## config.mk

```make
export PLATFORM = sky130hd
export DESIGN_NAME = cmdq_seq
export DESIGN_NICKNAME = d
export VERILOG_FILES = /design/src/rtl/cmdq_pkg.sv /design/src/rtl/cmdq_store.sv /design/src/rtl/cmdq_decode.sv /design/src/rtl/cmdq_fields.sv /design/src/rtl/cmdq_seq.sv
export SDC_FILE = /design/constraint.sdc
export NUM_CORES = 1
export LEC_CHECK = 0
export BUFFER_PORTS_ARGS = -buffer_cell sky130_fd_sc_hd__buf_2
export CORE_AREA = 2 2 205 207
export DETAILED_ROUTE_END_ITERATION = 16
export DIE_AREA = 0 0 207 209
export HOLD_SLACK_MARGIN = 0.1
export PLACE_DENSITY = 0.73
export SLEW_MARGIN = 15
export SYNTH_ARGS = -nofsm -noshare
export SYNTH_HDL_FRONTEND = slang
export SYNTH_SLANG_ARGS = --single-unit
```

## constraint.sdc

```tcl
create_clock -name clk -period 3.67 [get_ports clk]
set_input_delay 0.1835 -clock clk [delete_from_list [all_inputs] [get_ports clk]]
set_output_delay 0.1835 -clock clk [all_outputs]
set_load 0.005 [all_outputs]
```

## src/rtl/cmdq_pkg.sv

```systemverilog
`timescale 1ns/1ps
package cmdq_pkg;
    localparam int WORD_W = 32;

    localparam int OFS_STATUS = 'h00C;
    localparam int OFS_IST    = 'h018;
    localparam int OFS_IEN    = 'h01C;
    localparam int OFS_WMARK  = 'h020;
    localparam int OFS_QSTAT  = 'h024;
    localparam int OFS_FINFO  = 'h030;
    localparam int OFS_QPORT  = 'h200;

    localparam logic [31:0] STATUS_INIT = 32'h0000_3F80;
    localparam logic [31:0] QSTAT_INIT  = 32'h0000_0002;

    localparam logic [3:0] OP_KEY  = 4'h1;
    localparam logic [3:0] OP_IVLD = 4'h2;
    localparam logic [3:0] OP_DATA = 4'h5;
    localparam logic [3:0] OP_IVST = 4'h6;
    localparam logic [3:0] OP_FLAG = 4'h8;

    localparam int IST_BADCMD = 2;
    localparam int IST_FLAG   = 5;

    typedef enum logic [2:0] {
        DK_PEND,
        DK_REJECT,
        DK_FLAG,
        DK_SEND,
        DK_UNKNOWN
    } dkind_e;
endpackage

```

## src/rtl/cmdq_store.sv

```systemverilog
`timescale 1ns/1ps
module cmdq_store #(
    parameter int DEPTH = 9,
    parameter int CNT_W = $clog2(DEPTH + 1)
) (
    input  logic                        clk,
    input  logic                        rst_n,
    input  logic                        push,
    input  logic                        flush,
    input  logic [31:0]                 wdata,
    output logic [DEPTH-1:0][31:0]      words,
    output logic [CNT_W-1:0]            cnt
);
    localparam logic [CNT_W-1:0] FULL = CNT_W'(DEPTH);

    typedef struct packed {
        logic [DEPTH-1:0][31:0] words;
        logic [CNT_W-1:0]       cnt;
    } st_t;

    st_t st_d, st_q;

    always_comb begin
        st_d = st_q;
        // append first, then an empty request wipes everything
        if (push && (st_q.cnt < FULL)) begin
            st_d.words[st_q.cnt] = wdata;
            st_d.cnt             = st_q.cnt + 1'b1;
        end
        if (flush) begin
            st_d.cnt = '0;
        end
    end

    always_ff @(posedge clk or negedge rst_n) begin
        if (!rst_n) begin
            st_q <= '0;
        end else begin
            st_q <= st_d;
        end
    end

    assign words = st_q.words;
    assign cnt   = st_q.cnt;

    // occupancy never passes the queue size
    a_r1_no_overflow: assert property (@(posedge clk) disable iff (!rst_n)
        st_q.cnt <= FULL);

    // a write against a full queue leaves it untouched
    a_r1_full_drop: assert property (@(posedge clk) disable iff (!rst_n)
        (push && !flush && st_q.cnt == FULL) |=> (st_q.cnt == FULL) && $stable(st_q.words));
endmodule

```

## src/rtl/cmdq_decode.sv

```systemverilog
`timescale 1ns/1ps
module cmdq_decode
    import cmdq_pkg::*;
#(
    parameter int CNT_W = 4
) (
    input  logic [3:0]       op,
    input  logic [2:0]       key_sel,
    input  logic [1:0]       key_len,
    input  logic [1:0]       blk_mode,
    input  logic [CNT_W-1:0] avail,
    output dkind_e           kind
);
    int     need;
    dkind_e base;

    always_comb begin
        need = 1;
        base = DK_SEND;
        case (op)
            OP_KEY: begin
                if (blk_mode > 2'd1) begin
                    base = DK_REJECT;
                end else if (key_sel != 3'd0) begin
                    need = 1;
                end else begin
                    case (key_len)
                        2'd0:    need = 5;
                        2'd1:    need = 7;
                        2'd2:    need = 9;
                        default: base = DK_REJECT;
                    endcase
                end
            end
            OP_IVLD: need = 5;
            OP_DATA: need = 4;
            OP_IVST: need = 2;
            OP_FLAG: base = DK_FLAG;
            default: base = DK_UNKNOWN;
        endcase
        kind = base;
        if (base == DK_SEND && int'(avail) < need) begin
            kind = DK_PEND;
        end
    end
endmodule

```

## src/rtl/cmdq_fields.sv

```systemverilog
`timescale 1ns/1ps
module cmdq_fields (
    input  logic [23:0] hdr_lo,
    input  logic [31:0] pw1,
    input  logic [31:0] pw2,
    input  logic [31:0] pw3,
    output logic [23:0] len,
    output logic [47:0] src,
    output logic [47:0] dst,
    output logic [39:0] ivaddr
);
    always_comb begin
        len    = hdr_lo;
        src    = {pw1[31:16], pw2};
        dst    = {pw1[15:0],  pw3};
        ivaddr = {hdr_lo[7:0], pw1};
    end
endmodule

```

## src/rtl/cmdq_seq.sv

```systemverilog
`timescale 1ns/1ps
module cmdq_seq
    import cmdq_pkg::*;
#(
    parameter int DEPTH = 9,
    parameter int AW    = 12
) (
    input  logic                      clk,
    input  logic                      rst_n,
    input  logic                      reg_wr,
    input  logic [AW-1:0]             reg_addr,
    input  logic [31:0]               reg_wdata,
    output logic [31:0]               reg_rdata,
    output logic                      irq,
    output logic                      cmd_valid,
    output logic [3:0]                cmd_op,
    output logic [31:0]               cmd_hdr,
    output logic [(DEPTH-1)*32-1:0]   cmd_payload,
    output logic [23:0]               cmd_len,
    output logic [47:0]               cmd_src,
    output logic [47:0]               cmd_dst,
    output logic [39:0]               cmd_ivaddr,
    input  logic                      cmd_done,
    input  logic                      cmd_err
);
    localparam int CNT_W = $clog2(DEPTH + 1);
    localparam logic [CNT_W-1:0] FULL = CNT_W'(DEPTH);

    localparam logic [AW-1:0] A_STATUS = AW'(OFS_STATUS);
    localparam logic [AW-1:0] A_IST    = AW'(OFS_IST);
    localparam logic [AW-1:0] A_IEN    = AW'(OFS_IEN);
    localparam logic [AW-1:0] A_WMARK  = AW'(OFS_WMARK);
    localparam logic [AW-1:0] A_QSTAT  = AW'(OFS_QSTAT);
    localparam logic [AW-1:0] A_FINFO  = AW'(OFS_FINFO);
    localparam logic [AW-1:0] A_QPORT  = AW'(OFS_QPORT);

    typedef struct packed {
        logic        busy;
        logic        valid;
        logic [31:0] ist;
        logic [31:0] ien;
        logic [7:0]  finfo;
    } ctl_t;

    ctl_t c_d, c_q;

    logic [DEPTH-1:0][31:0] words;
    logic [CNT_W-1:0]       q_cnt;
    logic                   fifo_wr;
    logic                   first_new;
    logic [CNT_W-1:0]       avail_now;
    logic [3:0]             now_op;
    logic [2:0]             now_sel;
    logic [1:0]             now_klen;
    logic [1:0]             now_mode;
    logic                   now_raise;
    logic [7:0]             now_info;
    logic                   q_flush;
    dkind_e                 kind;

    // view of the queue as it stands after this cycle's write
    assign fifo_wr   = reg_wr && (reg_addr == A_QPORT);
    assign first_new = (q_cnt == '0);
    assign avail_now = (q_cnt == FULL) ? q_cnt : q_cnt + 1'b1;
    assign now_op    = first_new ? reg_wdata[31:28] : words[0][31:28];
    assign now_sel   = first_new ? reg_wdata[26:24] : words[0][26:24];
    assign now_klen  = first_new ? reg_wdata[23:22] : words[0][23:22];
    assign now_mode  = first_new ? reg_wdata[17:16] : words[0][17:16];
    assign now_raise = first_new ? reg_wdata[27]    : words[0][27];
    assign now_info  = first_new ? reg_wdata[7:0]   : words[0][7:0];

    cmdq_decode #(.CNT_W(CNT_W)) u_dec (
        .op       (now_op),
        .key_sel  (now_sel),
        .key_len  (now_klen),
        .blk_mode (now_mode),
        .avail    (avail_now),
        .kind     (kind)
    );

    assign q_flush = (fifo_wr && !c_q.busy && kind == DK_FLAG) ||
                     (c_q.busy && cmd_done);

    cmdq_store #(.DEPTH(DEPTH), .CNT_W(CNT_W)) u_store (
        .clk   (clk),
        .rst_n (rst_n),
        .push  (fifo_wr),
        .flush (q_flush),
        .wdata (reg_wdata),
        .words (words),
        .cnt   (q_cnt)
    );

    cmdq_fields u_fld (
        .hdr_lo (words[0][23:0]),
        .pw1    (words[1]),
        .pw2    (words[2]),
        .pw3    (words[3]),
        .len    (cmd_len),
        .src    (cmd_src),
        .dst    (cmd_dst),
        .ivaddr (cmd_ivaddr)
    );

    always_comb begin
        c_d       = c_q;
        c_d.valid = 1'b0;
        if (c_q.busy && (cmd_done || cmd_err)) begin
            c_d.busy = 1'b0;
        end
        if (fifo_wr && !c_q.busy) begin
            case (kind)
                DK_SEND: begin
                    c_d.valid = 1'b1;
                    c_d.busy  = 1'b1;
                end
                DK_FLAG: begin
                    if (now_raise) begin
                        c_d.ist[IST_FLAG] = 1'b1;
                    end
                    c_d.finfo = now_info;
                end
                DK_UNKNOWN: c_d.ist[IST_BADCMD] = 1'b1;
                default: ;
            endcase
        end
        if (reg_wr && reg_addr == A_IST) begin
            c_d.ist = c_q.ist & ~reg_wdata;
        end
        if (reg_wr && reg_addr == A_IEN) begin
            c_d.ien = reg_wdata;
        end
    end

    always_ff @(posedge clk or negedge rst_n) begin
        if (!rst_n) begin
            c_q <= '0;
        end else begin
            c_q <= c_d;
        end
    end

    always_comb begin
        case (reg_addr)
            A_STATUS: reg_rdata = STATUS_INIT;
            A_IST:    reg_rdata = c_q.ist;
            A_IEN:    reg_rdata = c_q.ien;
            A_WMARK:  reg_rdata = '0;
            A_QSTAT:  reg_rdata = QSTAT_INIT;
            A_FINFO:  reg_rdata = {24'd0, c_q.finfo};
            default:  reg_rdata = '0;
        endcase
    end

    assign irq       = |(c_q.ist & c_q.ien);
    assign cmd_valid = c_q.valid;
    assign cmd_hdr   = words[0];
    assign cmd_op    = words[0][31:28];

    for (genvar k = 0; k < DEPTH - 1; k++) begin : g_pay
        assign cmd_payload[k*32 +: 32] = words[k+1];
    end

    // the dispatch strobe lasts one cycle
    a_r11_pulse: assert property (@(posedge clk) disable iff (!rst_n)
        cmd_valid |=> !cmd_valid);

    // a done response leaves the queue empty
    a_r11_done_empties: assert property (@(posedge clk) disable iff (!rst_n)
        (c_q.busy && cmd_done) |=> (q_cnt == '0));

    // while waiting, the dispatched header holds and nothing new is sent
    a_r12_hold: assert property (@(posedge clk) disable iff (!rst_n)
        (c_q.busy && !cmd_done && !cmd_err) |=> (!cmd_valid && $stable(cmd_hdr)));

    // an unknown opcode raises the invalid-command bit
    a_r2_badcmd: assert property (@(posedge clk) disable iff (!rst_n)
        (fifo_wr && !c_q.busy && kind == DK_UNKNOWN) |=> c_q.ist[IST_BADCMD]);

    // written ones are cleared from interrupt status
    a_r6_w1c: assert property (@(posedge clk) disable iff (!rst_n)
        (reg_wr && reg_addr == A_IST) |=> ((c_q.ist & $past(reg_wdata)) == '0));
endmodule

```

==> impl_metrics.json <==
{
  "area_delta_synth_final_pct": 22.9,
  "p_int_mw": 6.59,
  "rows": 75,
  "die-area_um2": 43300,
  "grt_antenna_before_repair": 1,
  "wl_um": 50000,
  "clock_power_share": 0.490,
  "hold_ws_ns": 0.120,
  "synth_area_um2": 16300,
  "drv_slew": 0,
  "critPathMaxFanout": 8,
  "rsz0062_at_grt": "no",
  "post_drt_via_cell_ratio": 5.13,
  "postSynthCellCount": 1203,
  "p_sw_mw": 1.89,
  "cts_inserted_buffers": 41,
  "ys.flop_type": "dfrtp_1",
  "initial_core_util": 0.395,
  "synthSimpleGateAreaFrac": 0.0442,
  "drive_above_1_share": 0.416,
  "io_pins": 535,
  "critPathLaunchType": "register",
  "path_class": "register to register",
  "die_y_um": 209,
  "post-route-min-period_ns": 3.34,
  "fin_tns_setup_ns": 0,
  "cts_sinks": 366,
  "die_width_um": 207,
  "final.period_utilization": 0.909,
  "gp_congestion": 0.890,
  "cts_root_buf": "clkbuf_16",
  "hold_viol": 0,
  "synthAdderAreaFrac": 0.00538,
  "dr.pass1.iters": 7,
  "clk_latency_ns": 0.56,
  "avgSynthCellArea_um2": 13.5,
  "final_cell_mix": "buf_2 (533), dfrtp_1 (366), mux2_1 (297)",
  "dp_slack_ns": 0.316,
  "synth_compound_area_frac": 0.0535,
  "layout.nets": 1647,
  "layout_setup_ws_ns": 0.332,
  "syn_nets": 1259,
  "cp-end-kind": "register",
  "gr-usage-all-layers": 0.225,
  "post-dp-hpwl_um": 34500,
  "cts_tree": "built",
  "via_count": 11107,
  "path_clk_slew_ns": 0.06,
  "vdd_drop_max_mv": 0.298,
  "finalClockSkew_ns": 0.0179,
  "p_leak_nw": 11.9,
  "wl_per_cell_um": 23.1,
  "core_area_um2": 41300,
  "synth_top_area_share": 0.562,
  "grt_max_degree": 126,
  "cp.required_ns": 4.12,
  "power_frac_comb": 0.033,
  "grt_pass1_vias": 11210,
  "synth_largest_area_cell": "dfrtp_1",
  "synth_top_family_by_area": "multiplexers",
  "finalSetupViolCount": 0,
  "tightest_slew_ns": 1.04,
  "worstRegToRegCells": 13,
  "worstHoldPathType": "input pin to async pin",
  "port_buffers": 534,
  "muxShareOfSynthArea": 0.230,
  "seqPwrFrac": 0.476,
  "yosys-top-cells-area": "dfrtp_1 (56%), mux2_1 (21%), buf_4 (7.6%), mux2_2 (1.7%), a21boi_0 (1.4%)",
  "synthXorXnorAreaFrac": 0.00108,
  "ys_ff_latch": 366,
  "cellPowerDensity_nw_per_um2": 424,
  "switching_share": 0.223,
  "relSlewSlack": 0.304,
  "yosysSeqAreaShare": 0.562,
  "cp.arrival_ns": 3.79,
  "grt_overflow": 0,
  "grt_pass1_wl_um": 73000,
  "fmax_mhz": 300,
  "yosys_warnings": 0,
  "synth.distinct_cells": 57,
  "drt_iter0_drc": 753,
  "postRouteAntennaNets": 0,
  "clockBufferDepth": 3,
  "drc_errors": 0,
  "drv_cap": 0,
  "layout_commonest_cell": "buf_2",
  "h-tree-depth": 2,
  "status": "completed",
  "synth-edff-count": 0,
  "power_mw": 8.48,
  "async_flop_share": 1.00
}
## path summary, 6_finish.rpt
kind / slack, ns / end / from
worst max register to register: 0.33 / c_q[73] / u_store.cnt[0]
min in group clk: 0.13 / c_q[63] / reg_wdata[23]
worst min-delay path: 0.12 / u_store.words[109] / rst_n
worst min register to register: 0.48 / u_store.words[185] / u_store.words[185]
max in group asynchronous: 2.46 / u_store.words[181] / rst_n
worst max-delay path: 0.33 / c_q[73] / u_store.cnt[0]
## power groups by stage
stage	clock (mW)	combinational, mW	sequential (mW)
final	4.16	0.282	4.04
after CTS	4.28	0.287	4.04
after detailed placement	0	0.258	4.12
after floorplan	0	0.0663	4.12
after global routing	4.41	0.313	4.04
after global placement	0	0.255	4.12
## layout make-up
type                       instances  area [µm²]
antenna                            2        5.00
clock inverter                    15         173
multi-input combinational        579        5480
sequential                       366        9160
fill                            3689       21300
inverter                          14        52.6
tap                              539         674
clock buffer                      60        1200
timing repair buffer             589        3290
## cell usage after synthesis (3+ instances only)
master and count:
a211o_1 3, nand2_1 33, mux2_2 24, a22oi_1 13, a221oi_1 4, buf_4 164, a222oi_1 6, a21oi_1 15
nand4_1 3, a21o_1 3, dfrtp_1 366, inv_1 14, mux2_1 297, nor3_1 9, mux2_4 8, nand3_2 5
ha_1 7, and3_1 6, nand2b_1 12, a21boi_0 30, o22ai_1 3, buf_2 29, nor2_1 21, clkbuf_1 43
a22o_1 21, o21ai_0 7, buf_6 8, nand3_1 9
## timing repair
action | 4_1_cts | 5_1_grt
gates resized for setup | 0 | 1
setup endpoints to repair | 0 | 1
setup buffers | 0 | 0
hold endpoints to repair | 343 | 0
hold buffers | 36 | 0
## routing by layer
| metal | up-vias | track usage | routed length, µm |
|---|---|---|---|
| met5 | - | 0 | 0 |
| met4 | 0 | 0.0936 | 1760 |
| met3 | 87 | 0.0410 | 2880 |
| met2 | 456 | 0.369 | 23800 |
| met1 | 5738 | 0.295 | 21500 |
| li1 | 4826 | - | - |
## sequential cells by signal (all words and copies together), names as in the netlist
name           count
c_q               73
u_store.words    288
cmd_valid          1
u_store.cnt        4
## worst max-delay path, cell delays in order, from the launching register on
cell and delay, ns:
dfrtp_1 0.42, inv_1 0.17, ha_1 0.25, nor3b_4 0.37, nand4_1 0.22, a22oi_1 0.32
a21oi_1 0.11, or2_2 0.30, ha_1 0.27, nand3_1 0.11, a41oi_1 0.05, a221oi_1 0.36
a221oi_2 0.11, a21o_1 0.17
## logic make-up (layout without fill, tap and decap cells)
family / after synthesis / after routing
adders and majority gates: 7 / 7
DFF: 366 / 366
xor gates and xnor gates: 2 / 2
other: 0 / 2
buffers and inverters: 258 / 678
and+or+nand+nor: 123 / 123
muxes: 331 / 331
AOI/OAI and AO/OA: 116 / 116
## stage by stage
stage	utilization	cells	area [µm²]
after global placement	0.443	2051	18300
after CTS	0.485	2162	20000
after global routing	0.485	2162	20000
after detailed placement	0.443	2051	18300
final	0.485	2164	20000
after floorplan	-	1203	16300
Note: power is estimated with default switching activity, not from simulation.
